[src/rtl/dpc_pkg.sv]
package dpc_pkg;
    typedef enum logic [1:0] {
        GR_FREE  = 2'd0,
        GR_LEFT  = 2'd1,
        GR_RIGHT = 2'd2
    } grant_e;
endpackage

[src/rtl/dpc_track.sv]
module dpc_track #(
    parameter int ADDR_W = 14
) (
    input  logic              clk,
    input  logic              rst_n,
    input  logic              ce,
    input  logic [ADDR_W-1:0] addr,
    output logic              hold
);
    logic              ce_q;
    logic [ADDR_W-1:0] addr_q;

    always_ff @(posedge clk or negedge rst_n) begin
        if (!rst_n) begin
            ce_q   <= 1'b0;
            addr_q <= '0;
        end else begin
            ce_q   <= ce;
            addr_q <= addr;
        end
    end

    // an access continues when the port stays enabled on the same word
    always_comb hold = ce && ce_q && (addr == addr_q);
endmodule

[src/rtl/dpc_grant_fsm.sv]
module dpc_grant_fsm
    import dpc_pkg::*;
#(
    parameter int ADDR_W = 14
) (
    input  logic              clk,
    input  logic              rst_n,
    input  logic              l_ce,
    input  logic [ADDR_W-1:0] l_addr,
    input  logic              l_hold,
    input  logic              r_ce,
    input  logic [ADDR_W-1:0] r_addr,
    input  logic              r_hold,
    output logic              l_blk,
    output logic              r_blk
);
    grant_e state, nxt, fresh;
    logic   match;

    always_comb begin
        match = l_ce && r_ce && (l_addr == r_addr);
        // a newcomer loses to a port already on the word; ties go left
        fresh = (r_hold && !l_hold) ? GR_RIGHT : GR_LEFT;
        unique case (state)
            GR_FREE:  nxt = match ? fresh : GR_FREE;
            GR_LEFT:  nxt = !match ? GR_FREE : (l_hold ? GR_LEFT : fresh);
            GR_RIGHT: nxt = !match ? GR_FREE : (r_hold ? GR_RIGHT : fresh);
            default:  nxt = GR_FREE;
        endcase
    end

    always_ff @(posedge clk or negedge rst_n) begin
        if (!rst_n) state <= GR_FREE;
        else        state <= nxt;
    end

    always_comb begin
        l_blk = 1'b0;
        r_blk = 1'b0;
        unique case (nxt)
            GR_FREE:  ;
            GR_LEFT:  r_blk = 1'b1;
            GR_RIGHT: l_blk = 1'b1;
            default:  ;
        endcase
    end

    a_r2_one_loser: assert property (@(posedge clk) disable iff (!rst_n)
        match |-> $countones({l_blk, r_blk}) == 1);
endmodule

[src/rtl/dpc_slave_gate.sv]
module dpc_slave_gate (
    input  logic clk,
    input  logic rst_n,
    input  logic busy_in_n,
    output logic busy_s_n,
    output logic settling
);
    logic busy_d_n;

    always_ff @(posedge clk or negedge rst_n) begin
        if (!rst_n) begin
            busy_s_n <= 1'b1;
            busy_d_n <= 1'b1;
        end else begin
            busy_s_n <= busy_in_n;
            busy_d_n <= busy_s_n;
        end
    end

    // one cycle of hold-off after the sampled busy changes
    always_comb settling = busy_s_n ^ busy_d_n;
endmodule

[src/rtl/dpc_arbiter.sv]
module dpc_arbiter #(
    parameter int ADDR_W = 14
) (
    input  logic              clk,
    input  logic              rst_n,
    input  logic              master_mode,
    input  logic              l_ce,
    input  logic              l_we,
    input  logic [ADDR_W-1:0] l_addr,
    input  logic              r_ce,
    input  logic              r_we,
    input  logic [ADDR_W-1:0] r_addr,
    input  logic              l_busy_in_n,
    input  logic              r_busy_in_n,
    output logic              l_busy_n,
    output logic              r_busy_n,
    output logic              l_wr_ok,
    output logic              r_wr_ok,
    output logic              l_rd_unsure,
    output logic              r_rd_unsure
);
    localparam int NPORT = 2;

    logic [NPORT-1:0]  ce_v, we_v, hold_v, bin_v, bs_v, set_v, blk_v, wok_v, unsure_v;
    logic [ADDR_W-1:0] addr_v [NPORT];

    always_comb begin
        ce_v      = {r_ce, l_ce};
        we_v      = {r_we, l_we};
        bin_v     = {r_busy_in_n, l_busy_in_n};
        addr_v[0] = l_addr;
        addr_v[1] = r_addr;
    end

    for (genvar p = 0; p < NPORT; p++) begin : g_port
        dpc_track #(.ADDR_W(ADDR_W)) u_track (
            .clk  (clk),
            .rst_n(rst_n),
            .ce   (ce_v[p]),
            .addr (addr_v[p]),
            .hold (hold_v[p])
        );
        dpc_slave_gate u_gate (
            .clk      (clk),
            .rst_n    (rst_n),
            .busy_in_n(bin_v[p]),
            .busy_s_n (bs_v[p]),
            .settling (set_v[p])
        );
        always_comb begin
            if (master_mode) begin
                wok_v[p]    = ce_v[p] && we_v[p] && !blk_v[p];
                unsure_v[p] = ce_v[p] && !we_v[p] && blk_v[p];
            end else begin
                wok_v[p]    = ce_v[p] && we_v[p] && bs_v[p] && !set_v[p];
                unsure_v[p] = ce_v[p] && !we_v[p] && !bs_v[p];
            end
        end
    end

    dpc_grant_fsm #(.ADDR_W(ADDR_W)) u_fsm (
        .clk   (clk),
        .rst_n (rst_n),
        .l_ce  (l_ce),
        .l_addr(l_addr),
        .l_hold(hold_v[0]),
        .r_ce  (r_ce),
        .r_addr(r_addr),
        .r_hold(hold_v[1]),
        .l_blk (blk_v[0]),
        .r_blk (blk_v[1])
    );

    always_comb begin
        l_busy_n    = !(master_mode && blk_v[0]);
        r_busy_n    = !(master_mode && blk_v[1]);
        l_wr_ok     = wok_v[0];
        r_wr_ok     = wok_v[1];
        l_rd_unsure = unsure_v[0];
        r_rd_unsure = unsure_v[1];
    end

    a_r1_idle_no_busy: assert property (@(posedge clk) disable iff (!rst_n)
        (master_mode && !(l_ce && r_ce && l_addr == r_addr)) |-> (l_busy_n && r_busy_n));
    a_r3_owner_kept: assert property (@(posedge clk) disable iff (!rst_n)
        (master_mode && !r_busy_n && l_ce) |=>
        (!(master_mode && l_ce && r_ce && $stable(l_addr) && l_addr == r_addr) || !r_busy_n));
    a_r5_busy_blocks_write: assert property (@(posedge clk) disable iff (!rst_n)
        (master_mode && (!l_busy_n || !r_busy_n)) |-> !(l_busy_n ? r_wr_ok : l_wr_ok));
    a_r7_slave_quiet: assert property (@(posedge clk) disable iff (!rst_n)
        !master_mode |-> (l_busy_n && r_busy_n));
    a_r7_slave_block: assert property (@(posedge clk) disable iff (!rst_n)
        (!master_mode && $past(!master_mode) && $past(!l_busy_in_n)) |-> !l_wr_ok);
    a_r8_settle: assert property (@(posedge clk) disable iff (!rst_n)
        (!master_mode && $past(!master_mode) && $past(l_busy_in_n) && $past(!l_busy_in_n, 2))
        |-> !l_wr_ok);
endmodule

[config.mk]
export PLATFORM = sky130hd
export DESIGN_NAME = dpc_arbiter
export DESIGN_NICKNAME = d
export VERILOG_FILES = /design/src/rtl/dpc_pkg.sv /design/src/rtl/dpc_track.sv /design/src/rtl/dpc_grant_fsm.sv /design/src/rtl/dpc_slave_gate.sv /design/src/rtl/dpc_arbiter.sv
export SDC_FILE = /design/constraint.sdc
export NUM_CORES = 1
export LEC_CHECK = 0
export ABC_AREA = 1
export BUFFER_PORTS_ARGS = -buffer_cell sky130_fd_sc_hd__buf_2
export CAP_MARGIN = 10
export CORE_MARGIN = 2
export CORE_UTILIZATION = 23
export CTS_CLUSTER_DIAMETER = 30
export DETAILED_ROUTE_END_ITERATION = 12
export HOLD_SLACK_MARGIN = 0.1
export MAX_ROUTING_LAYER = met4
export PLACE_DENSITY = 0.48
export SKIP_CTS_REPAIR_TIMING = 1
export SLEW_MARGIN = 30
export SYNTH_ARGS = -nofsm -noshare
export SYNTH_HDL_FRONTEND = slang
export SYNTH_HIERARCHICAL = 1
export SYNTH_SLANG_ARGS = --single-unit
[constraint.sdc]
create_clock -name clk -period 3.36 [get_ports clk]
set_clock_uncertainty 0.15 [all_clocks]
set_input_delay 0.336 -clock clk [delete_from_list [all_inputs] [get_ports clk]]
set_output_delay 0.336 -clock clk [all_outputs]
set_load 0.05 [all_outputs]
# Word level (Yosys, flattened, before mapping)
# Index checks and enable logic that the tools add are counted.
# W data, S select, Z words.
[word_totals]
ff_bits = 36
in_bits = 37
out_inout_bits = 6
word_cells = 66
[op_classes]
eq_ne = 7
n_mux = 13
bitwise = 2
reduce_logical = 35
[ops]
columns = ["cell", "n"]
rows = [
  ["$eq A14 B14 Y1", 3],
  ["$logic_and A1 B1 Y1", 23],
  ["$mux W2", 6],
  ["$logic_not A1 Y1", 11],
  ["$mux W1", 6],
  ["$pmux W2 S3", 1],
  ["$eq A2 B1 Y1 const B", 2],
  ["$eq A2 B2 Y1 const B", 2],
  ["$logic_not A2 Y1", 1],
  ["$xor A1 B1 Y1", 2],
]

# Longest topological paths before layout
# Gate-level depths: netlist of the first run.
[depth]
ltp_word = 13
depth_mapped = 16

# By module
# The synthesis of the first run kept the hierarchy.
[by_module_without_submodules]
columns = ["mod", "n_inst", "cells_each", "area_each_um2"]
rows = [
  ["dpc_track", 2, 73, 629.4],
  ["dpc_grant_fsm", 1, 91, 402.9],
  ["dpc_slave_gate", 2, 7, 71.3],
  ["dpc_arbiter", 1, 24, 100.1],
]

# Worst setup path after synthesis of the first run
# Ideal clock, no wire load.
[synth_timing]
kind = "register -> output"
from = "register g_port[1].u_track.addr_q[4]"
to = "output l_rd_unsure"
arrival_time_ns = 2.181
setup_slack_ns = 0.693
stages_incl_launch_ff = 14
cell_sequence = "dfrtp_1 > xnor2_1 > nand2_1 > nor2_1 > nand2_1 > nor2_1 > inv_1 > o21ai_0 > o21ai_0 > nor2_1 > nand2_2 > clkinv_1 > nor2_1 > nor2_1"
[synth_via]
elab_chain_len = 11
word_cells_on_any_way = 14
classes_between = "eq/ne (2); mux (9); reduce/logical (3)"
[synth_rtl]
columns = ["element", "line_no", "text"]
rows = [
  ["start, declared", "dpc_track.sv:11", "logic [ADDR_W-1:0] addr_q;"],
  ["start signal, assigned", "dpc_track.sv:19", "addr_q <= addr;"],
  ["$eq A14 B14 Y1 *", "dpc_track.sv:24", "always_comb hold = ce && ce_q && (addr == addr_q);"],
  ["$logic_and A1 B1 Y1 *", "dpc_track.sv:24", ""],
  ["net hold_v[1]", "dpc_arbiter.sv:24", "logic [NPORT-1:0] ce_v, we_v, hold_v, bin_v, bs_v, set_v, blk_v, wok_v, unsure_v;"],
  ["$logic_and A1 B1 Y1", "dpc_grant_fsm.sv:23", "fresh = (r_hold && !l_hold) ? GR_RIGHT : GR_LEFT;"],
  ["$mux W2", "dpc_grant_fsm.sv:23", ""],
  ["$mux W2, on equally long branches (2 in series)", "dpc_grant_fsm.sv:27, dpc_grant_fsm.sv:26", ""],
  ["$pmux W2 S3 *", "dpc_grant_fsm.sv:24", "unique case (state)"],
  ["$eq A2 B2 Y1 *", "dpc_grant_fsm.sv:40", "unique case (nxt)"],
  ["$mux W1 *", "dpc_grant_fsm.sv:40", ""],
  ["net blk_v[0]", "dpc_arbiter.sv:24", ""],
  ["$logic_and A1 B1 Y1 *", "dpc_arbiter.sv:53", "unsure_v[p] = ce_v[p] && !we_v[p] && blk_v[p];"],
  ["$mux W1 *", "dpc_arbiter.sv:51", "if (master_mode) begin"],
  ["end, declared", "dpc_arbiter.sv:19", "output logic l_rd_unsure,"],
]
# The timed path passes the listed nets; every way through them passes the cells marked *.

# Worst setup path after layout of the first run
[layout_timing]
from = "input r_addr[0]"
to = "output l_rd_unsure"
[layout_via]
elab_chain_len = 11
word_cells_on_any_way = 16
classes_between = "eq/ne (3); mux (9); reduce/logical (4)"
[layout_rtl]
columns = ["element", "line_no", "text"]
rows = [
  ["start, declared", "dpc_arbiter.sv:12", "input logic [ADDR_W-1:0] r_addr,"],
  ["$eq A14 B14 Y1 *", "dpc_track.sv:24", ""],
  ["$logic_and A1 B1 Y1 *", "dpc_track.sv:24", ""],
  ["net hold_v[1]", "dpc_arbiter.sv:24", ""],
  ["$logic_and A1 B1 Y1", "dpc_grant_fsm.sv:23", ""],
  ["$mux W2", "dpc_grant_fsm.sv:23", ""],
  ["$mux W2, on equally long branches (2 in series)", "dpc_grant_fsm.sv:27, dpc_grant_fsm.sv:26", ""],
  ["$pmux W2 S3 *", "dpc_grant_fsm.sv:24", ""],
  ["$eq A2 B2 Y1 *", "dpc_grant_fsm.sv:40", ""],
  ["$mux W1 *", "dpc_grant_fsm.sv:40", ""],
  ["net blk_v[0]", "dpc_arbiter.sv:24", ""],
  ["$logic_and A1 B1 Y1 *", "dpc_arbiter.sv:53", ""],
  ["$mux W1 *", "dpc_arbiter.sv:51", ""],
]
# Marked as above.

==> results of run 1 <==
==> cell usage after synthesis <==
master	instances	area [µm²]
nand2_1	108	405
inv_1	69	259
dfrtp_1	32	801
nor2_1	32	120
xnor2_1	13	114
dfstp_2	4	105
nand3_1	4	20.0
nand2_2	3	18.8
o21ai_0	3	15.0
a21oi_1	2	10.0
xor2_1	2	17.5
clkinv_1	1	3.75
nor2_2	1	6.26
o22a_1	1	8.76
==> worst min path at each step <==
stage | slack, ns | endpoint | startpoint
3_3_place_gp | 0.23 | g_port[1].u_gate/busy_d_n | g_port[1].u_gate/busy_s_n
5_1_grt | 0.26 | g_port[0].u_gate/busy_d_n | g_port[0].u_gate/busy_s_n
2_1_floorplan | -0.11 | g_port[0].u_track/addr_q[0] | rst_n
3_5_place_dp | 0.23 | g_port[0].u_gate/busy_d_n | g_port[0].u_gate/busy_s_n
6_report | 0.24 | g_port[0].u_gate/busy_d_n | g_port[0].u_gate/busy_s_n
4_1_cts | -0.02 | g_port[1].u_gate/busy_s_n | r_busy_in_n
==> report_power, final <==
part,leakage [nW],total [W],switching (W),internal [W]
combinational,1.07,0.000168,0.0000897,0.0000787
sequential,0.420,0.000466,0.0000100,0.000456
clock,0.0479,0.000307,0.000163,0.000145
==> layout make-up <==
class	count	area, µm²	share of cell area, %
Tap cell	105	131	4.93
Clock buffer	5	68.8	2.58
Inverter	70	263	9.86
Clock inverter	3	18.8	0.705
Timing Repair Buffer	75	541	20.3
Multi-Input combinational cell	169	736	27.6
Sequential cell	36	906	34.0
==> routing by layer <==
layer  wire, µm  vias to the layer above  GRT usage (%)  part of all wire (%)
met3        163                        2           2.79                   3.7
met5          0                        -              -                     0
li1           -                      939              -                     -
met4         33                        0           2.90                  0.75
met1       2300                      720           14.5                    52
met2       1890                       33           14.9                    43
==> registers in the layout, indices dropped and copies added, names as in the netlist <==
register,cells
g_port.u_gate/busy_d_n,2
g_port.u_gate/busy_s_n,2
u_fsm/state,2
g_port.u_track/ce_q,2
g_port.u_track/addr_q,28
==> critical path, cell delays in order <==
cell,delay (ns)
dlygate4sd3_1,0.54
buf_2,0.15
xnor2_1,0.13
nand2_1,0.07
nor2_1,0.11
nand2_1,0.08
nor2_1,0.14
inv_1,0.07
o21ai_0,0.12
o21ai_0,0.12
nor2_1,0.15
nand2_2,0.08
clkinv_1,0.05
nor2_1,0.03
nor2_1,0.08
buf_2,0.26
==> metrics by stage <==
step                      hold slack (ns)  total power, W
final                               0.244        0.000941
after global routing                0.255         0.00100
after CTS                         -0.0213        0.000928
after detailed placement            0.233        0.000615
after global placement              0.234        0.000614
after floorplan                    -0.110        0.000550
==> kinds of logic (layout without fill, tap and decap cells) <==
family,after synthesis,in the layout,synth area share (%)
AND/OR/NAND/NOR,148,148,30.0
buffers and inverters,70,153,13.8
flip-flops,36,36,47.6
XOR/XNOR,15,15,6.90
AO/OA/AOI/OAI,6,6,1.77
==> out/metrics.cfg, run 1 <==
[critical_path]
critPathCapture = l_rd_unsure
critPathArrivalTime_ns = 2.51
r2r_setup_slack_ns = 1.70
worstRegToRegCells = 9
cp-start-kind = primary input
crit_start = r_addr[0]
cp.required_ns = 2.87
r2r-start = g_port[1].u_track/addr_q[5]
crit_type = primary input to output port
end_kind = output port
path_max_fanout = 4
rr_endpoint = u_fsm/state[1]

[timing]
layout_setup_ws_ns = 0.359
hold_violations = 0
finalSetupViolCount = 0
tightest_slew_ns = 0.845
fin_crit_sh_pct = 89.3
maxSlewHeadroom_pct = 43.7
tns_ns = 0
fmax_ghz = 0.333
rsz0062_at_grt = no
fin_crit_ns = 3.00
slew_violations = 0

[global_route]
overflow = 0
grt_max_degree = 37
grt_usage_pct = 10.4
grt_pass1_vias = 1465
grt_pass1_wl_um = 6940
grt_antenna_before_repair = 0

[route]
vias = 1694
avgRoutedWirePerCell_um = 9.46
ant_nets = 0
drt_iter0_markers = 66
vias_per_cell = 3.66
drc = 0
firstDrtPassIters = 4
drt-total-wl_um = 4380

[power]
power_density_nw_per_um2 = 353
p_leak_nw = 1.54
vdd_drop_max_uv = 238

[synthesis]
yosys_warnings = 6
synthCells = 275
ys_ff_latch = 36
netlist_area_um2 = 1900
ys_seq_area_share_pct = 47.6
syn_area_per_cell_um2 = 6.92
synth.distinct_cells = 14
syn_nets = 312

[floorplan]
die_area_um2 = 9020
core_um2 = 8130
initial_utilization_pct = 23.4
num_rows = 33
die_width_um = 95.0
die_h_um = 95.0
ios = 43

[clocking]
cts_buffers = 5
cts_tree = yes
clockBufferDepth = 2
clock_latency_ns = 0.29
cts.sinks = 36
path_clk_slew_ns = 0.08
clock-root-buffer = clkbuf_8
htree_levels = 2

[placement]
gp_congestion = 0.727
hpwl_um = 3250
preCtsSetupSlack_ns = 0.794
dp.cells = 422
place_area_um2 = 2250
numPortBuffers = 42

[worst_hold_path]
min_path_cells = 0
hp-class = flip-flop to flip-flop

[final_layout]
final_common_cell = nand2_1
final_util_pct = 32.7
instances_no_fill = 463
drive_above_1_share_pct = 16.2
area.growth.synth_to_final_pct = 39.9
fin_nets = 394
n_antenna_cell = 0
layout.cells.most_common_list = nand2_1 (108), inv_1 (69), buf_2 (42)
fillerInstances = 864
fin_area_um2 = 2660

[flow_run]
maxCapViolations = 0

[status]
outcome = completed

Power figures use the tool's default switching activity.
==> inputs of run 2 (changes only) <==
- BUFFER_PORTS_ARGS: -buffer_cell sky130_fd_sc_hd__buf_2 -> -buffer_cell sky130_fd_sc_hd__clkbuf_2
==> run 2 against run 1 <==
Fmax down 0.93%. Clock power increased by 5%. Sequential power barely moved. Wire length shrank 3.3%. Critical endpoint unchanged.
==> out/metrics.cfg, run 2 (same netlist as run 1, synthesis figures left out) <==
[status]
outcome = completed

[final_layout]
top_register = g_port.u_track/addr_q
drive_above_1_share_pct = 15.9  ; -0.28 points
largest_reg_flops = 28  ; unchanged
fin_nets = 394  ; unchanged
final_common_cell = nand2_1
area.growth.synth_to_final_pct = 40.2
layout.cells.most_common_list = nand2_1 (108), inv_1 (69), clkbuf_2 (41)
n_antenna_cell = 0  ; unchanged

[global_route]
grt_max_degree = 37  ; unchanged
grt_pass1_vias = 1441  ; -1.6%
grt_antenna_before_repair = 0  ; unchanged
grt_pass1_wl_um = 6720  ; -3.2%
grt_usage_pct = 10.1  ; -0.31 points
overflow = 0  ; unchanged

[route]
ant_nets = 0  ; unchanged
drt-total-wl_um = 4240  ; -3.3%
avgRoutedWirePerCell_um = 9.15  ; -3.3%
firstDrtPassIters = 4  ; unchanged
vias_per_cell = 3.68  ; +0.53%
drt_iter0_markers = 46  ; -30%
vias = 1703  ; +0.53%
drc = 0  ; unchanged

[clocking]
path_clk_slew_ns = 0.07  ; about the same
cts_buffers = 5  ; unchanged
clockBufferDepth = 2  ; unchanged
htree_levels = 2  ; unchanged
clock_latency_ns = 0.29  ; about the same
cts.sinks = 36  ; unchanged
cts_tree = yes
clock-root-buffer = clkbuf_8

[timing]
layout_setup_ws_ns = 0.331  ; -0.0280 ns
maxSlewHeadroom_pct = 46.1  ; +2.4 points
tns_ns = 0  ; unchanged
finalSetupViolCount = 0  ; unchanged
hold_violations = 0  ; unchanged
tightest_slew_ns = 0.809  ; -0.0359 ns
fmax_ghz = 0.330  ; -0.93%
slew_violations = 0  ; unchanged
fin_crit_sh_pct = 90.1  ; +0.83 points
rsz0062_at_grt = no
fin_crit_ns = 3.03  ; +0.0280 ns

[power]
p_leak_nw = 1.54  ; +0.28%
power.total_w = 0.000955  ; +1.4%
power_density_nw_per_um2 = 358  ; +1.2%
vdd_drop_max_uv = 132  ; -45%

[critical_path]
crit_top_cell = nor2_1
path_max_fanout = 5  ; +1
crit_type = primary input to output port
end_kind = output port
r2r_setup_slack_ns = 1.73  ; +0.03 ns
cp_slowest_cell = dlygate4sd3_1
critPathArrivalTime_ns = 2.54  ; +0.03 ns
cp-start-kind = primary input
cp_cell_sequence = dlygate4sd3_1, clkbuf_2, inv_1, nand2_1, nand3_1, nor2_1, nand2_1, nor2_1, inv_1, nor2_1, o21ai_0, nor2_1, nand2_2, clkinv_1, nor2_1, nor2_1, clkbuf_2
cp.required_ns = 2.87  ; about the same
slowest_delay_ns = 0.52  ; -0.02 ns

[floorplan]
core_um2 = 8130  ; unchanged
die_width_um = 95.0  ; unchanged
initial_utilization_pct = 23.4  ; unchanged
ios = 43  ; unchanged
num_rows = 33  ; unchanged
die_h_um = 95.0  ; unchanged
die_area_um2 = 9020  ; unchanged

[placement]
numPortBuffers = 42  ; unchanged
gp_congestion = 0.765  ; +5.1%
hpwl_um = 3230  ; -0.56%
preCtsSetupSlack_ns = 0.781  ; -0.0127 ns

[flow_run]
maxCapViolations = 0  ; unchanged

[worst_hold_path]
hp-class = flip-flop to flip-flop

run 2: cell type report:
class	instances	area [µm²]
clock buffer	7	86.3
clock inverter	1	7.51
fill	865	5460
inverter	70	263
multi-input combinational	169	736
sequential	36	906
tap	105	131
timing repair buffer	75	541
run 2: final timing paths:
check                      cells past startpoint                    startpoint                            to
setup / recovery                              17                     r_addr[9]                   l_rd_unsure
hold / removal                                 0     g_port[0].u_gate/busy_s_n     g_port[0].u_gate/busy_d_n
setup reg to reg                              11  g_port[1].u_track/addr_q[11]                u_fsm/state[0]
hold reg to reg                                0     g_port[0].u_gate/busy_s_n     g_port[0].u_gate/busy_d_n
max in group asynchronous                      2                         rst_n  g_port[0].u_track/addr_q[13]
min in group asynchronous                      2                         rst_n        g_port[1].u_track/ce_q
run 2: layer usage:
metal / vias up / GRT usage (%) / routed length [µm]
li1: 937 / - / -
met5: - / - / 0
met3: 5 / 2.55 / 180
met2: 29 / 14.3 / 1810
met1: 732 / 14.3 / 2200
met4: 0 / 2.90 / 46
run 2: power by group:
part,switching [W],internal [W]
Combinational,0.0000892,0.0000782
Clock,0.000155,0.000167
Sequential,0.0000100,0.000456
Total,0.000254,0.000701
run 2: critical path: cells and delay by family:
family                 cells  cell delay, ns
buffers and inverters      6            1.11
AND/OR/NAND/NOR           10            0.96
AO/OA/AOI/OAI              1            0.12
run 2: stage by stage:
step | instances | hold WS (ns) | area, µm² | utilization (%)
floorplan | 275 | -0.110 | 1900 | -
global placement | 422 | 0.232 | 2250 | 27.6
detailed placement | 422 | 0.232 | 2250 | 27.6
CTS | 430 | -0.0302 | 2340 | 28.8
global route | 463 | 0.254 | 2670 | 32.8
finish | 463 | 0.240 | 2670 | 32.8
==> inputs of run 3 (changes only) <==
--- a/config.mk
+++ b/config.mk
@@ -15,5 +15,4 @@
 export HOLD_SLACK_MARGIN = 0.1
 export MAX_ROUTING_LAYER = met4
-export PLACE_DENSITY = 0.48
 export SKIP_CTS_REPAIR_TIMING = 1
 export SLEW_MARGIN = 30
--- a/constraint.sdc
+++ b/constraint.sdc
@@ -3,3 +3,3 @@
 set_input_delay 0.336 -clock clk [delete_from_list [all_inputs] [get_ports clk]]
 set_output_delay 0.336 -clock clk [all_outputs]
-set_load 0.05 [all_outputs]
+set_load 0.01 [all_outputs]
==> run 3 against run 2 <==
Clock-buffer cell count down 1. Utilization about the same. Flip-flop and latch count unchanged. Highest routed layer unchanged. Combinational power down 3%. Critical path depth up 1.
==> out/metrics.cfg, run 3 (same netlist as run 1, synthesis figures left out) <==
[route]
met3_length_um = 180  ; unchanged
met2_length_um = 2010  ; +11%
firstDrtPassIters = 4  ; unchanged
ant_nets = 0  ; unchanged
drt_iter0_markers = 70  ; +52%
avgRoutedWirePerCell_um = 9.27  ; +1.3%
top_layer_used = met4
vias = 1740  ; +2.2%
drt-total-wl_um = 4290  ; +1.3%
wl_met1_um = 2050  ; -7.0%
vias_per_cell = 3.76  ; +2.2%
drc = 0  ; unchanged

[global_route]
grt_pass1_wl_um = 7100  ; +5.7%
grt_usage_pct = 10.6  ; +0.44 points
grt_max_degree = 37  ; unchanged
grt_antenna_before_repair = 0  ; unchanged
grt_pass1_vias = 1606  ; +11%
overflow = 0  ; unchanged

[placement]
gp_congestion = 0.788  ; +3.0%
hpwl_um = 3300  ; +2.1%
numPortBuffers = 42  ; unchanged

[clocking]
htree_levels = 2  ; unchanged
clockBufferDepth = 2  ; unchanged
path_clk_slew_ns = 0.07  ; about the same
clock-root-buffer = clkbuf_8
cts.sinks = 36  ; unchanged
cts_tree = yes
cts_buffers = 5  ; unchanged
clock_latency_ns = 0.29  ; about the same

[timing]
maxSlewHeadroom_pct = 45.4  ; -0.68 points
fmax_ghz = 0.341  ; +3.2%
fin_crit_sh_pct = 87.3  ; -2.8 points
finalSetupViolCount = 0  ; unchanged
slew_violations = 0  ; unchanged
rsz0062_at_grt = no
hold_violations = 0  ; unchanged
tns_ns = 0  ; unchanged
fin_crit_ns = 2.93  ; -0.0952 ns
tightest_slew_ns = 0.819  ; +0.0102 ns

[critical_path]
slowest_delay_ns = 0.54  ; +0.02 ns
crit_top_cell = nor2_1
cp.required_ns = 2.87  ; about the same
end_kind = output port
cp_cell_sequence = dlygate4sd3_1, clkbuf_2, inv_1, nor2_1, nor2_1, nand2_1, nor2_1, nand2_1, nor2_1, inv_1, o21ai_0, o21ai_0, nor2_1, nand2_2, clkinv_1, nor2_1, nor2_1, clkbuf_2
cp_slowest_cell = dlygate4sd3_1
path_max_fanout = 3  ; -2
crit_type = primary input to output port
critPathArrivalTime_ns = 2.45  ; -0.09 ns
cp-start-kind = primary input

[floorplan]
die_area_um2 = 9020  ; unchanged
die_width_um = 95.0  ; unchanged
initial_utilization_pct = 23.4  ; unchanged
core_um2 = 8130  ; unchanged
die_h_um = 95.0  ; unchanged
num_rows = 33  ; unchanged
ios = 43  ; unchanged

[final_layout]
largest_reg_flops = 28  ; unchanged
n_antenna_cell = 0  ; unchanged
fin_nets = 394  ; unchanged
final_util_pct = 32.8  ; about the same
top_register = g_port.u_track/addr_q
layout.cells.most_common_list = nand2_1 (108), inv_1 (69), clkbuf_2 (41)
area.growth.synth_to_final_pct = 40.1  ; about the same
final_common_cell = nand2_1
drive_above_1_share_pct = 16.2  ; +0.28 points

[power]
power_density_nw_per_um2 = 357  ; about the same
pwr-share-seq_pct = 48.9  ; about the same
combPwrFrac_pct = 17.0  ; -0.5 points
p_switching_w = 0.000256  ; +0.71%
p_leak_nw = 1.55  ; +0.42%
intPower_w = 0.000698  ; -0.42%
switching_share_pct = 26.8  ; +0.22 points
p_clk_share_pct = 34.1  ; +0.4 points
vdd_drop_max_uv = 157  ; +19%

[worst_hold_path]
hp-class = flip-flop to flip-flop

[status]
outcome = completed

[flow_run]
maxCapViolations = 0  ; unchanged

[run 3: cell count changes in the layout (fill, tap and decap cells not counted)]
cell / previous run / this run
clkbuf_1: 1 / 0
clkinv_2: 0 / 2
clkinvlp_4: 1 / 0
[run 3: layer usage]
metal / track usage [%] / up-vias
met4: 3.99 / 0
met1: 12.9 / 769
li1: - / 935
met5: - / -
met3: 2.87 / 5
met2: 16.7 / 31
[run 3: power groups by stage]
stage / Clock [W] / Sequential, W / Combinational [W]
after floorplan: 0 / 0.000473 / 0.0000712
after global placement: 0 / 0.000474 / 0.000131
after detailed placement: 0 / 0.000475 / 0.000134
after CTS: 0.000334 / 0.000466 / 0.000134
after global routing: 0.000352 / 0.000469 / 0.000187
final: 0.000325 / 0.000466 / 0.000162
[run 3: through the flow]
step / setup WS (ns) / area (µm²) / cells / hold slack [ns] / power, W
2_1_floorplan: 1.34 / 1900 / 275 / -0.110 / 0.000544
3_3_place_gp: 0.987 / 2250 / 422 / 0.231 / 0.000604
3_5_place_dp: 0.951 / 2250 / 422 / 0.234 / 0.000608
4_1_cts: 0.793 / 2340 / 430 / -0.0306 / 0.000934
5_1_grt: 0.169 / 2670 / 463 / 0.254 / 0.00101
6_report: 0.426 / 2670 / 463 / 0.242 / 0.000953
[run 3: path summary, 6_finish.rpt]
path,start,end,slack (ns),cells past startpoint
worst max-delay path,r_addr[8],l_rd_unsure,0.43,18
worst min-delay path,g_port[1].u_gate/busy_s_n,g_port[1].u_gate/busy_d_n,0.24,0
worst max register to register,g_port[1].u_track/addr_q[11],u_fsm/state[0],1.77,11
max in group asynchronous,rst_n,u_fsm/state[0],2.01,2
worst min register to register,g_port[1].u_gate/busy_s_n,g_port[1].u_gate/busy_d_n,0.24,0
min in group asynchronous,rst_n,g_port[0].u_track/addr_q[3],0.53,2
[run 3: worst max-delay path: cells and delay by family]
| family | cells | cell delay (ns) |
|---|---|---|
| AO/OA/AOI/OAI | 2 | 0.24 |
| buffers and inverters | 6 | 1.01 |
| AND/OR/NAND/NOR | 10 | 0.87 |
[run 3: final cells by class]
type                    instances  area, µm²
fillers                       879       5470
inverters                      70        263
multi-input cells             169        736
repair buffers                 75        541
clock inverters                 2       10.0
well taps                     105        131
flip-flops and latches         36        906
clock buffers                   6       82.6
